## config.mk

```make
export PLATFORM = sky130hd
export DESIGN_NAME = flag_alu
export DESIGN_NICKNAME = d
export VERILOG_FILES = /design/src/rtl/alu_pkg.sv /design/src/rtl/alu_shift.sv /design/src/rtl/alu_div.sv /design/src/rtl/flag_alu.sv
export SDC_FILE = /design/constraint.sdc
export NUM_CORES = 1
export LEC_CHECK = 0
export ABC_AREA = 0
export CAP_MARGIN = 20
export CORE_ASPECT_RATIO = 1.25
export CORE_MARGIN = 2
export CORE_UTILIZATION = 70
export CTS_CLUSTER_DIAMETER = 200
export DETAILED_ROUTE_END_ITERATION = 6
export DONT_BUFFER_PORTS = 1
export GPL_TIMING_DRIVEN = 1
export PLACE_DENSITY = 0.93
export SLEW_MARGIN = 5
export SYNTH_ARGS = -nofsm -noshare
export SYNTH_HDL_FRONTEND = slang
export SYNTH_SLANG_ARGS = --single-unit
```

## constraint.sdc

```tcl
create_clock -name clk -period 36.4 [get_ports clk]
set_input_delay 1.82 -clock clk [delete_from_list [all_inputs] [get_ports clk]]
set_output_delay 1.82 -clock clk [all_outputs]
set_load 0.02 [all_outputs]
```

## src/rtl/alu_pkg.sv

```systemverilog
package alu_pkg;
  localparam int OP_W = 5;

  typedef enum logic [OP_W-1:0] {
    OP_PASS   = 5'd0,
    OP_INC_A  = 5'd1,
    OP_INC_B  = 5'd2,
    OP_DEC_A  = 5'd3,
    OP_DEC_B  = 5'd4,
    OP_ADD    = 5'd5,
    OP_SUB    = 5'd6,
    OP_AND    = 5'd7,
    OP_OR     = 5'd8,
    OP_XOR    = 5'd9,
    OP_XNOR   = 5'd10,
    OP_NOT_A  = 5'd11,
    OP_NOT_B  = 5'd12,
    OP_SRL_A  = 5'd13,
    OP_SRL_B  = 5'd14,
    OP_SLL_A  = 5'd15,
    OP_SLL_B  = 5'd16,
    OP_ROR_A  = 5'd17,
    OP_ROR_B  = 5'd18,
    OP_ROL_A  = 5'd19,
    OP_ROL_B  = 5'd20,
    OP_VSRL   = 5'd21,
    OP_VSLL   = 5'd22,
    OP_VROR   = 5'd23,
    OP_VROL   = 5'd24,
    OP_MUL    = 5'd25,
    OP_DIV    = 5'd26
  } alu_op_e;
endpackage

```

## src/rtl/alu_shift.sv

```systemverilog
// Barrel shifter/rotator: logical or circular, either direction.
module alu_shift #(
  parameter int W  = 8,
  parameter int SW = $clog2(W)
) (
  input  logic [W-1:0]  val,
  input  logic [SW-1:0] amt,
  input  logic          left,
  input  logic          rot,
  output logic [W-1:0]  res
);
  logic [2*W-1:0] dbl_r, dbl_l;
  logic [W-1:0]   res_r, res_l;

  // right: upper half feeds the wrap-around bits; left: lower half does
  assign dbl_r = {rot ? val : {W{1'b0}}, val};
  assign dbl_l = {val, rot ? val : {W{1'b0}}};
  assign res_r = W'(dbl_r >> amt);
  assign res_l = W'((dbl_l << amt) >> W);
  assign res   = left ? res_l : res_r;
endmodule

```

## src/rtl/alu_div.sv

```systemverilog
// Unrolled restoring divider: one trial subtraction per quotient bit.
module alu_div #(
  parameter int W = 8
) (
  input  logic [W-1:0] dividend,
  input  logic [W-1:0] divisor,
  output logic [W-1:0] quot,
  output logic [W-1:0] rem
);
  logic [W-1:0] part [0:W];

  assign part[0] = '0;

  for (genvar k = 0; k < W; k++) begin : g_step
    logic [W:0] shifted;
    logic [W:0] diff;
    assign shifted = {part[k], dividend[W-1-k]};
    assign diff    = shifted - {1'b0, divisor};
    assign quot[W-1-k] = ~diff[W];
    assign part[k+1]   = diff[W] ? shifted[W-1:0] : diff[W-1:0];
  end

  assign rem = part[W];
endmodule

```

## src/rtl/flag_alu.sv

```systemverilog
module flag_alu
  import alu_pkg::*;
#(
  parameter int W  = 8,
  parameter int SW = $clog2(W)
) (
  input  logic            clk,
  input  logic            rst,
  input  logic [OP_W-1:0] op,
  input  logic [W-1:0]    a_in,
  input  logic [W-1:0]    b_in,
  input  logic            carry_in,
  input  logic [SW-1:0]   imm_len,
  output logic [W-1:0]    a_out,
  output logic [W-1:0]    b_out,
  output logic            c_out,
  output logic            c_we
);
  localparam logic [W-1:0] ALL_ONES = {W{1'b1}};

  alu_op_e op_e;
  assign op_e = alu_op_e'(op);

  // immediate shifter controls
  logic          imm_on_b, imm_left, imm_rot;
  logic [W-1:0]  imm_src, imm_res;
  // register-controlled shifter controls
  logic          var_left, var_rot, var_big;
  logic [W-1:0]  var_res, var_final;
  // multiply / divide
  logic [2*W-1:0] prod;
  logic [W-1:0]   quot, rem;
  // next-state values
  logic [W-1:0]   nxt_a, nxt_b;
  logic [W-1:0]   sum_a, inc_v, dec_v;
  logic           nxt_c, nxt_we, add_cy;

  always_comb begin
    imm_on_b = 1'b0;
    imm_left = 1'b0;
    imm_rot  = 1'b0;
    case (op_e)
      OP_SRL_B: imm_on_b = 1'b1;
      OP_SLL_A: imm_left = 1'b1;
      OP_SLL_B: begin imm_left = 1'b1; imm_on_b = 1'b1; end
      OP_ROR_A: imm_rot  = 1'b1;
      OP_ROR_B: begin imm_rot = 1'b1; imm_on_b = 1'b1; end
      OP_ROL_A: begin imm_rot = 1'b1; imm_left = 1'b1; end
      OP_ROL_B: begin imm_rot = 1'b1; imm_left = 1'b1; imm_on_b = 1'b1; end
      default: ;
    endcase
  end

  assign imm_src  = imm_on_b ? b_in : a_in;
  assign var_left = (op_e == OP_VSLL) || (op_e == OP_VROL);
  assign var_rot  = (op_e == OP_VROR) || (op_e == OP_VROL);
  assign var_big  = 32'(b_in) >= W;

  alu_shift #(.W(W), .SW(SW)) u_imm_shift (
    .val(imm_src), .amt(imm_len), .left(imm_left), .rot(imm_rot), .res(imm_res)
  );

  alu_shift #(.W(W), .SW(SW)) u_var_shift (
    .val(a_in), .amt(b_in[SW-1:0]), .left(var_left), .rot(var_rot), .res(var_res)
  );

  assign var_final = var_big ? '0 : var_res;

  alu_div #(.W(W)) u_div (
    .dividend(a_in), .divisor(b_in), .quot(quot), .rem(rem)
  );

  assign prod           = (2*W)'(a_in) * (2*W)'(b_in);
  assign {add_cy, sum_a} = {1'b0, a_in} + {1'b0, b_in};
  assign inc_v = ((op_e == OP_INC_B) ? b_in : a_in) + 1'b1;
  assign dec_v = ((op_e == OP_DEC_B) ? b_in : a_in) - 1'b1;

  always_comb begin
    nxt_a  = a_in;
    nxt_b  = b_in;
    nxt_c  = carry_in;
    nxt_we = 1'b0;
    case (op_e)
      OP_INC_A: begin nxt_a = inc_v; nxt_we = 1'b1; nxt_c = (inc_v == '0); end
      OP_INC_B: begin nxt_b = inc_v; nxt_we = 1'b1; nxt_c = (inc_v == '0); end
      OP_DEC_A: begin nxt_a = dec_v; nxt_we = 1'b1; nxt_c = (dec_v == '0); end
      OP_DEC_B: begin nxt_b = dec_v; nxt_we = 1'b1; nxt_c = (dec_v == '0); end
      OP_ADD:   begin nxt_a = sum_a; nxt_we = 1'b1; nxt_c = add_cy; end
      OP_SUB:   begin nxt_a = a_in - b_in; nxt_we = 1'b1; nxt_c = (b_in > a_in); end
      OP_AND:   nxt_a = a_in & b_in;
      OP_OR:    nxt_a = a_in | b_in;
      OP_XOR:   nxt_a = a_in ^ b_in;
      OP_XNOR:  nxt_a = ~(a_in ^ b_in);
      OP_NOT_A: nxt_a = ~a_in;
      OP_NOT_B: nxt_b = ~b_in;
      OP_SRL_A, OP_SLL_A, OP_ROR_A, OP_ROL_A: nxt_a = imm_res;
      OP_SRL_B, OP_SLL_B, OP_ROR_B, OP_ROL_B: nxt_b = imm_res;
      OP_VSRL, OP_VSLL, OP_VROR, OP_VROL: begin
        nxt_a  = var_final;
        nxt_we = 1'b1;
        nxt_c  = (var_final == '0);
      end
      OP_MUL:   {nxt_a, nxt_b} = prod;
      OP_DIV: begin
        nxt_we = 1'b1;
        if (b_in == '0) begin
          nxt_a = ALL_ONES;
          nxt_b = '0;
          nxt_c = 1'b1;
        end else begin
          nxt_a = quot;
          nxt_b = rem;
          nxt_c = 1'b0;
        end
      end
      default: ;
    endcase
  end

  always_ff @(posedge clk) begin
    if (rst) begin
      a_out <= '0;
      b_out <= '0;
      c_out <= 1'b0;
      c_we  <= 1'b0;
    end else begin
      a_out <= nxt_a;
      b_out <= nxt_b;
      c_out <= nxt_c;
      c_we  <= nxt_we;
    end
  end
endmodule

```

==> results.md <==
- Dpl hpwl: around 24000 um
- Row Count: 47
- Initial DRC Count: 1513
- Period utilization: between 50% and 60%
- Setup bufs post-CTS: 0
- CP startpoint kind: input port
- Largest net degree at the start of global routing: 41
- Wire per inst: around 22 um
- Hold Path Cell Cnt: 1
- Final hold violations: 0
- Worst-margin pin slew: roughly 1.1 ns
- Detailed Route WL: roughly 32000 um
- Mapped Cells: between 1000 and 1500
- Fmax: ~53 MHz
- Crit Path Max Fanout: 13
- Core area: 13100 um^2
- Routed Antenna Nets: 0
- Yosys reg bits: 18
- Gr ovfl total: 0
- Count of warnings emitted by yosys: 0
- Antenna violations before repair: 0
- Vias/cell: approximately 6.9
- I/O pins: 45
- Count of cell instances traversed by the critical path: 73
- PortBufs: 0
- Initial Utilization: 71.0%
- Ant diodes: 0
- Final net count: 1485
- Synth Flop Type: dfxtp_1
- Post-CTS sizing: 0
- Max_slew headroom: just under 30%
- First-pass iteration count of the detailed router: 6
- Required time of the critical path: between 30 and 40 ns
- Synth Area per Inst: 6.98 um^2
- Number of max-cap violations: 0
- Worst Setup End Kind: register
- CTS Buffer Depth: 2
- # fillers: between 1000 and 1500
- Setup TNS: 0 ns
- Ratio of cells with drive above 1 in the final layout: 3.97%
- Crit path top cell by count: a21oi_1
- Seq/Total Area, Yosys: 3.87%
- Max Slew Vio Count: 0
- Finished Core Util: approximately 70%
- Crit path kind: in -> reg
- Status: complete, no violations
- Hold-fix buffers at CTS: 0
- H-tree Lvls: 1
- CTS tree: done
- Residual DRC: 0
- Vias in the first global route: between 9000 and 10000
- Die W: approximately 110 um
- Area delta synth->final: 1.40%
- Worst-path clk slew: approximately 0.05 ns
- CTS Sinks: 18
- Distinct cells, synth: 77
- Final Critical Period: between 15 and 20 ns
- Die height: between 100 and 150 um
- Global-route wire length before repair: roughly 50000 um
- Worst hold slack: between 1.5 and 2 ns
- Multi-input logic area: 8310 um^2
- Clk root buf: clkbuf_16
- Cell Area, Synth: 9320 um^2
- Via Count: 10100
- Hold Crit Class: in -> reg
- Die area: 14300 um^2
- Async SR Flop Fraction: 0%
- RSZ-0062 raised after global routing: no
- Bufs and invs on worst path: 2
- Critical Path Max Stage Delay: 0.76 ns
- TritonCTS buffer count: 3
- Slowest stage cell, crit path: xnor2_1
- Setup Viol. Count Final: 0
- Routability Congestion: about 1.0
- CP Data Arrival Time: between 15 and 20 ns
- Post-synth EDFFs: 0
- Register area: roughly 360 um^2
- Crit-path leading delay family: compound AO/OA/AOI/OAI gates
- Total GRT Usage: between 40% and 50%
==> routing by layer <==
layer / share of wire, % / global-route usage [%] / vias to the layer above
li1: - / - / 4604
met1: 36 / 51.8 / 4640
met2: 45 / 71.6 / 640
met3: 11 / 8.08 / 191
met4: 8.2 / 31.2 / 0
met5: 0 / 0 / -
==> flip-flops by register name, summed over array words and instances, names as in the netlist <==
register	cells
a_out	8
c_out	1
b_out	8
c_we	1
==> layout by cell type (no fill, tap or decap), types with 8 or more instances in the layout <==
cell / instances
o21bai_1: 22
nor2b_1: 17
a211oi_1: 15
mux2_2: 16
nand2b_1: 18
mux2i_1: 41
xnor2_1: 49
o211ai_1: 12
a21o_1: 22
nand2_1: 146
a221oi_1: 8
xor2_1: 20
ha_1: 128
o21a_1: 8
nand3_1: 31
o21ai_0: 96
a21oi_1: 112
nor3_1: 30
buf_4: 9
a31oi_1: 9
fa_1: 45
o221ai_1: 13
inv_1: 101
nor2_1: 159
dfxtp_1: 18
==> logic make-up after synthesis <==
kind of cell	share of synthesized area (%)
other cells	0.0403
xor+xnor	7.13
buf+inv	7.04
simple gates	21.9
compound gates	26.4
mux	6.73
flops	3.87
fa+ha+maj	26.9
==> through the flow <==
stage	cell area, um^2	std cells	worst slack (ns)
6_report	9450	1455	17.47
5_1_grt	9450	1455	16.27
4_1_cts	9450	1455	17.76
3_5_place_dp	9360	1451	17.58
3_3_place_gp	9360	1451	18.37
2_1_floorplan	9320	1336	18.54
==> final timing paths <==
kind,from,endpoint,slack [ns]
max,b_in[4],b_out[4],17.47
min,rst,c_we,1.64
==> synthesized netlist by cell type (6+ instances only) <==
| library cell | n | area (um^2) |
|---|---|---|
| a211oi_1 | 15 | 113 |
| nand4_1 | 6 | 37.5 |
| dfxtp_1 | 18 | 360 |
| nand2b_1 | 18 | 113 |
| mux2_2 | 16 | 180 |
| o21ai_0 | 96 | 480 |
| clkinv_1 | 6 | 22.5 |
| buf_1 | 7 | 26.3 |
| a31oi_1 | 9 | 56.3 |
| nor4_1 | 8 | 50.1 |
| o221ai_1 | 13 | 114 |
| clkbuf_1 | 55 | 206 |
| o21a_1 | 8 | 60.1 |
| a221oi_1 | 8 | 70.1 |
| a21oi_1 | 112 | 561 |
| ha_1 | 128 | 1600 |
| a21o_1 | 22 | 165 |
| nor2_1 | 159 | 597 |
| fa_1 | 45 | 901 |
| xnor2_1 | 49 | 429 |
| or3_1 | 7 | 43.8 |
| xor2_1 | 20 | 175 |
| nand2_1 | 146 | 548 |
| inv_1 | 101 | 379 |
| nor3_1 | 30 | 150 |
| nor2b_1 | 17 | 106 |
| o21bai_1 | 22 | 165 |
| o211ai_1 | 12 | 90.1 |
| or2_2 | 6 | 37.5 |
| nand3_1 | 31 | 155 |
| and3_1 | 7 | 43.8 |
| mux2i_1 | 41 | 410 |
==> layout make-up <==
| type | count | share of cell area [%] |
|---|---|---|
| Clock buffer | 4 | 0.940 |
| Tap cell | 171 | 2.26 |
| Inverter | 107 | 4.25 |
| Multi-Input combinational cell | 1146 | 88.0 |
| Sequential cell | 18 | 3.81 |
| Timing Repair Buffer | 9 | 0.715 |
Power is left out: the tool's default activity adds up to more than one toggle a clock period on the data nets, which glitch-free logic cannot reach.
